[src/rtl/bvh_dec_pkg.sv]
package bvh_dec_pkg;
  localparam int AXES     = 3;
  localparam int CHILDREN = 2;

  typedef struct packed {
    logic zero_edge;
    logic out_of_box;
    logic inverted;
  } dec_err_t;
endpackage

[src/rtl/bvh_axis_scale.sv]
// Per-axis grid pitch: log2 of the power of two covering the parent edge,
// reduced by the index width and clamped at zero.
module bvh_axis_scale #(
  parameter int COORD_W = 16,
  parameter int IDX_W   = 5,
  parameter int SH_W    = 5
) (
  input  logic [COORD_W-1:0] p_lo,
  input  logic [COORD_W-1:0] p_hi,
  output logic [SH_W-1:0]    shamt,
  output logic               degenerate
);
  // Ceiling log2 from a leading-one position plus an exact power-of-two test.
  function automatic logic [SH_W-1:0] ceil_log2(input logic [COORD_W-1:0] v);
    logic [SH_W-1:0] msb;
    logic            pow2;
    msb = '0;
    for (int i = 0; i < COORD_W; i++) begin
      if (v[i]) msb = SH_W'(i);
    end
    pow2 = ((v & (v - COORD_W'(1))) == '0);
    return pow2 ? msb : msb + SH_W'(1);
  endfunction

  logic [COORD_W-1:0] edge_len;
  logic [SH_W-1:0]    align_log;

  assign degenerate = (p_hi <= p_lo);
  assign edge_len   = degenerate ? '0 : (p_hi - p_lo);
  assign align_log  = ceil_log2(edge_len);
  assign shamt      = (align_log > SH_W'(IDX_W)) ? (align_log - SH_W'(IDX_W)) : '0;
endmodule

[src/rtl/bvh_corner_decode.sv]
// One child on one axis: both corners by shift and add, plus range flags.
module bvh_corner_decode #(
  parameter int COORD_W = 16,
  parameter int IDX_W   = 5,
  parameter int SH_W    = 5
) (
  input  logic [COORD_W-1:0] p_lo,
  input  logic [COORD_W-1:0] p_hi,
  input  logic [IDX_W-1:0]   i_lo,
  input  logic [IDX_W-1:0]   i_hi,
  input  logic [SH_W-1:0]    shamt,
  output logic [COORD_W-1:0] c_lo,
  output logic [COORD_W-1:0] c_hi,
  output logic               beyond,
  output logic               inverted
);
  // Two guard bits: the shifted step reaches at most 2^COORD_W, plus the base.
  localparam int WIDE = COORD_W + 2;

  function automatic logic [WIDE-1:0] place(input logic [COORD_W-1:0] base,
                                            input logic [IDX_W:0]     steps,
                                            input logic [SH_W-1:0]    sh);
    return {2'b00, base} + (WIDE'(steps) << sh);
  endfunction

  logic [IDX_W:0]  hi_steps;
  logic [WIDE-1:0] lo_full;
  logic [WIDE-1:0] hi_full;

  assign hi_steps = {1'b0, i_hi} + {{IDX_W{1'b0}}, 1'b1};
  assign lo_full  = place(p_lo, {1'b0, i_lo}, shamt);
  assign hi_full  = place(p_lo, hi_steps, shamt);

  assign c_lo     = lo_full[COORD_W-1:0];
  assign c_hi     = hi_full[COORD_W-1:0];
  assign beyond   = (lo_full > {2'b00, p_hi}) || (hi_full > {2'b00, p_hi});
  assign inverted = (i_hi < i_lo);
endmodule

[src/rtl/bvh_node_unpack.sv]
// Splits the node record into index pairs and the two relative links.
module bvh_node_unpack #(
  parameter int IDX_W  = 5,
  parameter int PTR_W  = 16,
  parameter int PAIRS  = 6,
  parameter int NODE_W = 96
) (
  input  logic [NODE_W-1:0]      node,
  output logic [PAIRS*IDX_W-1:0] idx_lo,
  output logic [PAIRS*IDX_W-1:0] idx_hi,
  output logic [PTR_W-1:0]       child_link,
  output logic [PTR_W-1:0]       parent_link
);
  localparam int LINK_BASE = PAIRS * 2 * IDX_W;
  localparam int USED_W    = LINK_BASE + 2 * PTR_W;

  for (genvar p = 0; p < PAIRS; p++) begin : g_pair
    assign idx_lo[p*IDX_W +: IDX_W] = node[p*2*IDX_W +: IDX_W];
    assign idx_hi[p*IDX_W +: IDX_W] = node[p*2*IDX_W + IDX_W +: IDX_W];
  end

  assign child_link  = node[LINK_BASE +: PTR_W];
  assign parent_link = node[LINK_BASE + PTR_W +: PTR_W];

  if (NODE_W > USED_W) begin : g_rsvd
    logic unused_rsvd;
    assign unused_rsvd = ^node[NODE_W-1:USED_W];
  end
endmodule

[src/rtl/bvh_child_decoder.sv]
module bvh_child_decoder
  import bvh_dec_pkg::*;
#(
  parameter int COORD_W    = 16,
  parameter int IDX_W      = 5,
  parameter int PTR_W      = 16,
  parameter int NODE_BYTES = 12
) (
  input  logic                              clk,
  input  logic                              rst_n,
  input  logic                              in_valid,
  output logic                              in_ready,
  input  logic [NODE_BYTES*8-1:0]           node_rec,
  input  logic [AXES*COORD_W-1:0]           parent_lo,
  input  logic [AXES*COORD_W-1:0]           parent_hi,
  output logic                              out_valid,
  input  logic                              out_ready,
  output logic [CHILDREN*AXES*COORD_W-1:0]  child_lo,
  output logic [CHILDREN*AXES*COORD_W-1:0]  child_hi,
  output logic [PTR_W-1:0]                  child_link,
  output logic [PTR_W-1:0]                  parent_link,
  output logic                              err_zero_edge,
  output logic                              err_out_of_box,
  output logic                              err_inverted
);
  localparam int PAIRS  = CHILDREN * AXES;
  localparam int NODE_W = NODE_BYTES * 8;
  localparam int SH_W   = $clog2(COORD_W + 1);
  localparam int BOX_W  = PAIRS * COORD_W;

  // Named internal events, used by the bound checker.
  logic accept;

  logic [PAIRS*IDX_W-1:0] idx_lo;
  logic [PAIRS*IDX_W-1:0] idx_hi;
  logic [PTR_W-1:0]       d_child_link;
  logic [PTR_W-1:0]       d_parent_link;
  logic [AXES*SH_W-1:0]   axis_shamt;
  logic [AXES-1:0]        axis_degen;
  logic [PAIRS-1:0]       pair_beyond;
  logic [PAIRS-1:0]       pair_inv;
  logic [BOX_W-1:0]       d_lo;
  logic [BOX_W-1:0]       d_hi;
  dec_err_t               d_err;

  bvh_node_unpack #(
    .IDX_W (IDX_W),
    .PTR_W (PTR_W),
    .PAIRS (PAIRS),
    .NODE_W(NODE_W)
  ) u_unpack (
    .node       (node_rec),
    .idx_lo     (idx_lo),
    .idx_hi     (idx_hi),
    .child_link (d_child_link),
    .parent_link(d_parent_link)
  );

  for (genvar a = 0; a < AXES; a++) begin : g_axis
    bvh_axis_scale #(
      .COORD_W(COORD_W),
      .IDX_W  (IDX_W),
      .SH_W   (SH_W)
    ) u_scale (
      .p_lo      (parent_lo[a*COORD_W +: COORD_W]),
      .p_hi      (parent_hi[a*COORD_W +: COORD_W]),
      .shamt     (axis_shamt[a*SH_W +: SH_W]),
      .degenerate(axis_degen[a])
    );
  end

  for (genvar c = 0; c < CHILDREN; c++) begin : g_child
    for (genvar a = 0; a < AXES; a++) begin : g_axis
      localparam int P = c * AXES + a;
      bvh_corner_decode #(
        .COORD_W(COORD_W),
        .IDX_W  (IDX_W),
        .SH_W   (SH_W)
      ) u_corner (
        .p_lo    (parent_lo[a*COORD_W +: COORD_W]),
        .p_hi    (parent_hi[a*COORD_W +: COORD_W]),
        .i_lo    (idx_lo[P*IDX_W +: IDX_W]),
        .i_hi    (idx_hi[P*IDX_W +: IDX_W]),
        .shamt   (axis_shamt[a*SH_W +: SH_W]),
        .c_lo    (d_lo[P*COORD_W +: COORD_W]),
        .c_hi    (d_hi[P*COORD_W +: COORD_W]),
        .beyond  (pair_beyond[P]),
        .inverted(pair_inv[P])
      );
    end
  end

  always_comb begin
    d_err.zero_edge  = |axis_degen;
    d_err.out_of_box = |pair_beyond;
    d_err.inverted   = |pair_inv;
  end

  assign in_ready = !out_valid || out_ready;
  assign accept   = in_valid && in_ready;

  dec_err_t err_q;

  always_ff @(posedge clk) begin
    if (!rst_n) begin
      out_valid   <= 1'b0;
      child_lo    <= '0;
      child_hi    <= '0;
      child_link  <= '0;
      parent_link <= '0;
      err_q       <= '0;
    end else if (accept) begin
      out_valid   <= 1'b1;
      child_lo    <= d_lo;
      child_hi    <= d_hi;
      child_link  <= d_child_link;
      parent_link <= d_parent_link;
      err_q       <= d_err;
    end else if (out_ready) begin
      out_valid   <= 1'b0;
    end
  end

  assign err_zero_edge  = err_q.zero_edge;
  assign err_out_of_box = err_q.out_of_box;
  assign err_inverted   = err_q.inverted;
endmodule

[config.mk]
export PLATFORM = sky130hd
export DESIGN_NAME = bvh_child_decoder
export DESIGN_NICKNAME = d
export VERILOG_FILES = /design/src/rtl/bvh_dec_pkg.sv /design/src/rtl/bvh_axis_scale.sv /design/src/rtl/bvh_corner_decode.sv /design/src/rtl/bvh_node_unpack.sv /design/src/rtl/bvh_child_decoder.sv
export SDC_FILE = /design/constraint.sdc
export NUM_CORES = 2
export LEC_CHECK = 0
export BUFFER_PORTS_ARGS = -buffer_cell sky130_fd_sc_hd__buf_2
export CORE_UTILIZATION = 28
export DETAILED_ROUTE_END_ITERATION = 6
export SLEW_MARGIN = 20
export SYNTH_ARGS = -nofsm -noshare
export SYNTH_HDL_FRONTEND = slang
export SYNTH_SLANG_ARGS = --single-unit
[constraint.sdc]
create_clock -name clk -period 32.7 [get_ports clk]
set_clock_uncertainty 0.1 [all_clocks]
set_input_delay 4.905 -clock clk [delete_from_list [all_inputs] [get_ports clk]]
set_output_delay 4.905 -clock clk [all_outputs]
set_load 0.05 [all_outputs]
==> results.toml <==
[drt]
dr.pass1.iters = 5
drt_drc_violations_left = 0
wirelength_um = 134000
drtIter0Drc = 2655
wl_per_cell_um = 22.4
drtAntennaViolNets = 0
route.vias.total = 32300
vias_per_cell = 5.40

[yosys]
yosysWarnings = 0
synth.top_cell.area_share_pct = 19.1
ys_seq_area_share_pct = 14.8
yosys.area.top_type = "ha_1"
yosys-top-cells-count = "nand2_1 (567), ha_1 (471), nor2_1 (316)"
synthArstFlopShare_pct = 0
post_synth.cell_area_avg_um2 = 7.41
synth-edff-count = 0
synth_nets = 4850
yosys-top-cells-area = "ha_1 (19%), dfxtp_1 (15%), nand2_1 (6.9%), a21boi_0 (5.2%), a21oi_1 (4.5%)"
synthFlopType = "dfxtp_1"
synth.most_common_cell = "nand2_1"
synth_seq_cells = 228
synth_cells = 4168
yosysUniqueCellTypes = 121
syn-cell-area_mm2 = 0.0309

[die]
die_h_um = 334
core_area_mm2 = 0.109
die_x_um = 334
rows = 121
initial_core_util_pct = 28.3
ios = 425
dieArea_mm2 = 0.112

[worst_setup_path]
cp_max_fo = 9
r2r-start = "out_valid$_SDFFE_PN0P_"
critPathKind = "in2reg"
startpoint_type = "primary input"
critPathRequiredTime_ns = 33.07
rr_worst_depth = 10
end_kind = "register"
crit_slowest_cell = "nor4b_1"
cp.arrival_ns = 18.02
cp-startpoint = "parent_lo[33]"
critPathMaxStageDelay_ns = 0.78

[cts]
cts-resized-gates = 0
cts_max_level = 1
clk_latency_ns = 0.59
hold_buffers = 0
path_clk_slew_ns = 0.06
clockBufferDepth = 3
root_buffer = "clkbuf_16"
postCtsSetupBuffers = 0
cts_sinks = 228
tritoncts = "built"
cts_buffers = 30

[worst_hold_path]
whs_path_depth = 2
hold_class = "reg2reg"
hold_path_startpoint = "child_hi[49]$_SDFFE_PN0P_"

[pwr]
leakagePower_nw = 16.7
p_per_area_mw_per_mm2 = 83.9
ir_drop_mv = 0.0629

[sta]
hold_viol = 0
setup-tns-final_ns = 0
final-max-slew-violation-count = 0
post-route-period-util_pct = 54.0
finalHoldWorstSlack_ns = 0.359
max_freq_mhz = 56.7
finalSetupViolCount = 0
finalCriticalPeriod_ns = 17.65
rsz0062_at_grt = "false"
tightestPinTransition_ns = 1.06
maxSlewHeadroom_pct = 28.3

[place]
hpwl_um = 111000
io_buffers = 420
place.gp.congestion = 0.999

[layout]
ff_latch_area_mm2 = 0.00456
nFillCells = 11900
final_nets = 5161
multi_input_area_mm2 = 0.0246
drive_gt1_share_pct = 13.2
area_growth_pct = 14.3

[global_routing]
grt_pass1_wl_um = 194000
gr-total-overflow = 0
grt_pass1_vias = 30300
antenna_found_initial = 26
grt_use_total_pct = 22.9
grt_max_degree = 137

[flow_run]
maxCapViolations = 0

[status]
status = "complete, no violations"
-- state kept, by name, indices dropped and copies added, names as in the netlist --
register	flops
child_lo	96
err_inverted	1
err_out_of_box	1
child_hi	96
err_zero_edge	1
parent_link	16
child_link	16
out_valid	1
-- metal layers --
| metal | vias to the layer above | wire [um] | track usage, % |
|---|---|---|---|
| met5 | - | 200 | 0 |
| met4 | 32 | 5220 | 8.68 |
| met3 | 243 | 9330 | 4.10 |
| met2 | 1065 | 59700 | 37.2 |
| met1 | 15300 | 59300 | 29.9 |
| li1 | 15700 | - | - |
-- metrics by stage --
step / power (mW) / instances / cell area, um2 / worst slack, ns / utilization [%]
global placement: 2.59 / 5923 / 34400 / 14.89 / 31.5
global route: 3.17 / 5976 / 35300 / 14.50 / 32.3
floorplan: 1.91 / 4168 / 30900 / 18.50 / -
finish: 2.96 / 5980 / 35300 / 15.05 / 32.4
detailed placement: 2.61 / 5923 / 34400 / 14.92 / 31.5
CTS: 2.95 / 5972 / 35300 / 15.53 / 32.3
-- power breakdown --
| part | leakage (nW) | total (mW) | switching [mW] | internal (mW) |
|---|---|---|---|---|
| Sequential | 1.88 | 0.373 | 0.0327 | 0.340 |
| Combinational | 14.3 | 2.27 | 1.52 | 0.752 |
| Clock | 0.465 | 0.323 | 0.137 | 0.186 |
| Total | 16.7 | 2.96 | 1.68 | 1.28 |
-- kinds of logic after synthesis --
logic type	synth area share (%)
DFF	14.8
adders and majority gates	20.1
buffers and inverters	5.63
xor gates and xnor gates	5.81
AOI/OAI and AO/OA	29.4
and+or+nand+nor	21.7
muxes	2.62
-- critical path: cells and delay by family --
kind	cells	cell delay, ns
compound gates	24	6.23
simple gates	13	3.83
fa+ha+maj	4	1.40
xor+xnor	2	0.63
mux	1	0.50
buf+inv	3	0.49
-- layout make-up --
cell class	instances	area share (%)
clock inverters	8	0.152
repair buffers	445	6.50
well taps	1476	5.23
flip-flops and latches	228	12.9
diodes	8	0.0567
inverters	276	2.93
multi-input cells	3498	69.7
clock buffers	41	2.50
-- path summary, 6_finish.rpt --
path / endpoint / slack, ns
max reg2reg: err_out_of_box$_SDFFE_PN0P_ / 29.17
min: child_hi[49]$_SDFFE_PN0P_ / 0.36
min reg2reg: child_hi[49]$_SDFFE_PN0P_ / 0.36
max: err_out_of_box$_SDFFE_PN0P_ / 15.05
-- cells in the final DEF, fill, tap and decap left out, types with 23 or more instances in the layout --
| cell type | instances |
|---|---|
| mux2i_1 | 52 |
| nor3_1 | 77 |
| o211ai_1 | 23 |
| and2_1 | 41 |
| o21bai_1 | 54 |
| dfxtp_1 | 228 |
| a21boi_0 | 213 |
| buf_4 | 25 |
| nand4_1 | 56 |
| nand2b_1 | 44 |
| o21a_1 | 55 |
| o21ai_0 | 176 |
| a21o_1 | 129 |
| nand3_1 | 75 |
| a31oi_1 | 24 |
| xnor2_1 | 144 |
| and3_1 | 39 |
| clkbuf_16 | 31 |
| nor2_1 | 315 |
| a22oi_1 | 28 |
| or3_1 | 33 |
| a21oi_1 | 277 |
| inv_1 | 274 |
| xor2_1 | 59 |
| nand2_1 | 566 |
| a211oi_1 | 30 |
| o22ai_1 | 37 |
| ha_1 | 471 |
| nor2b_1 | 84 |
| buf_2 | 419 |
No activity file was read; power rests on OpenSTA's default activity.
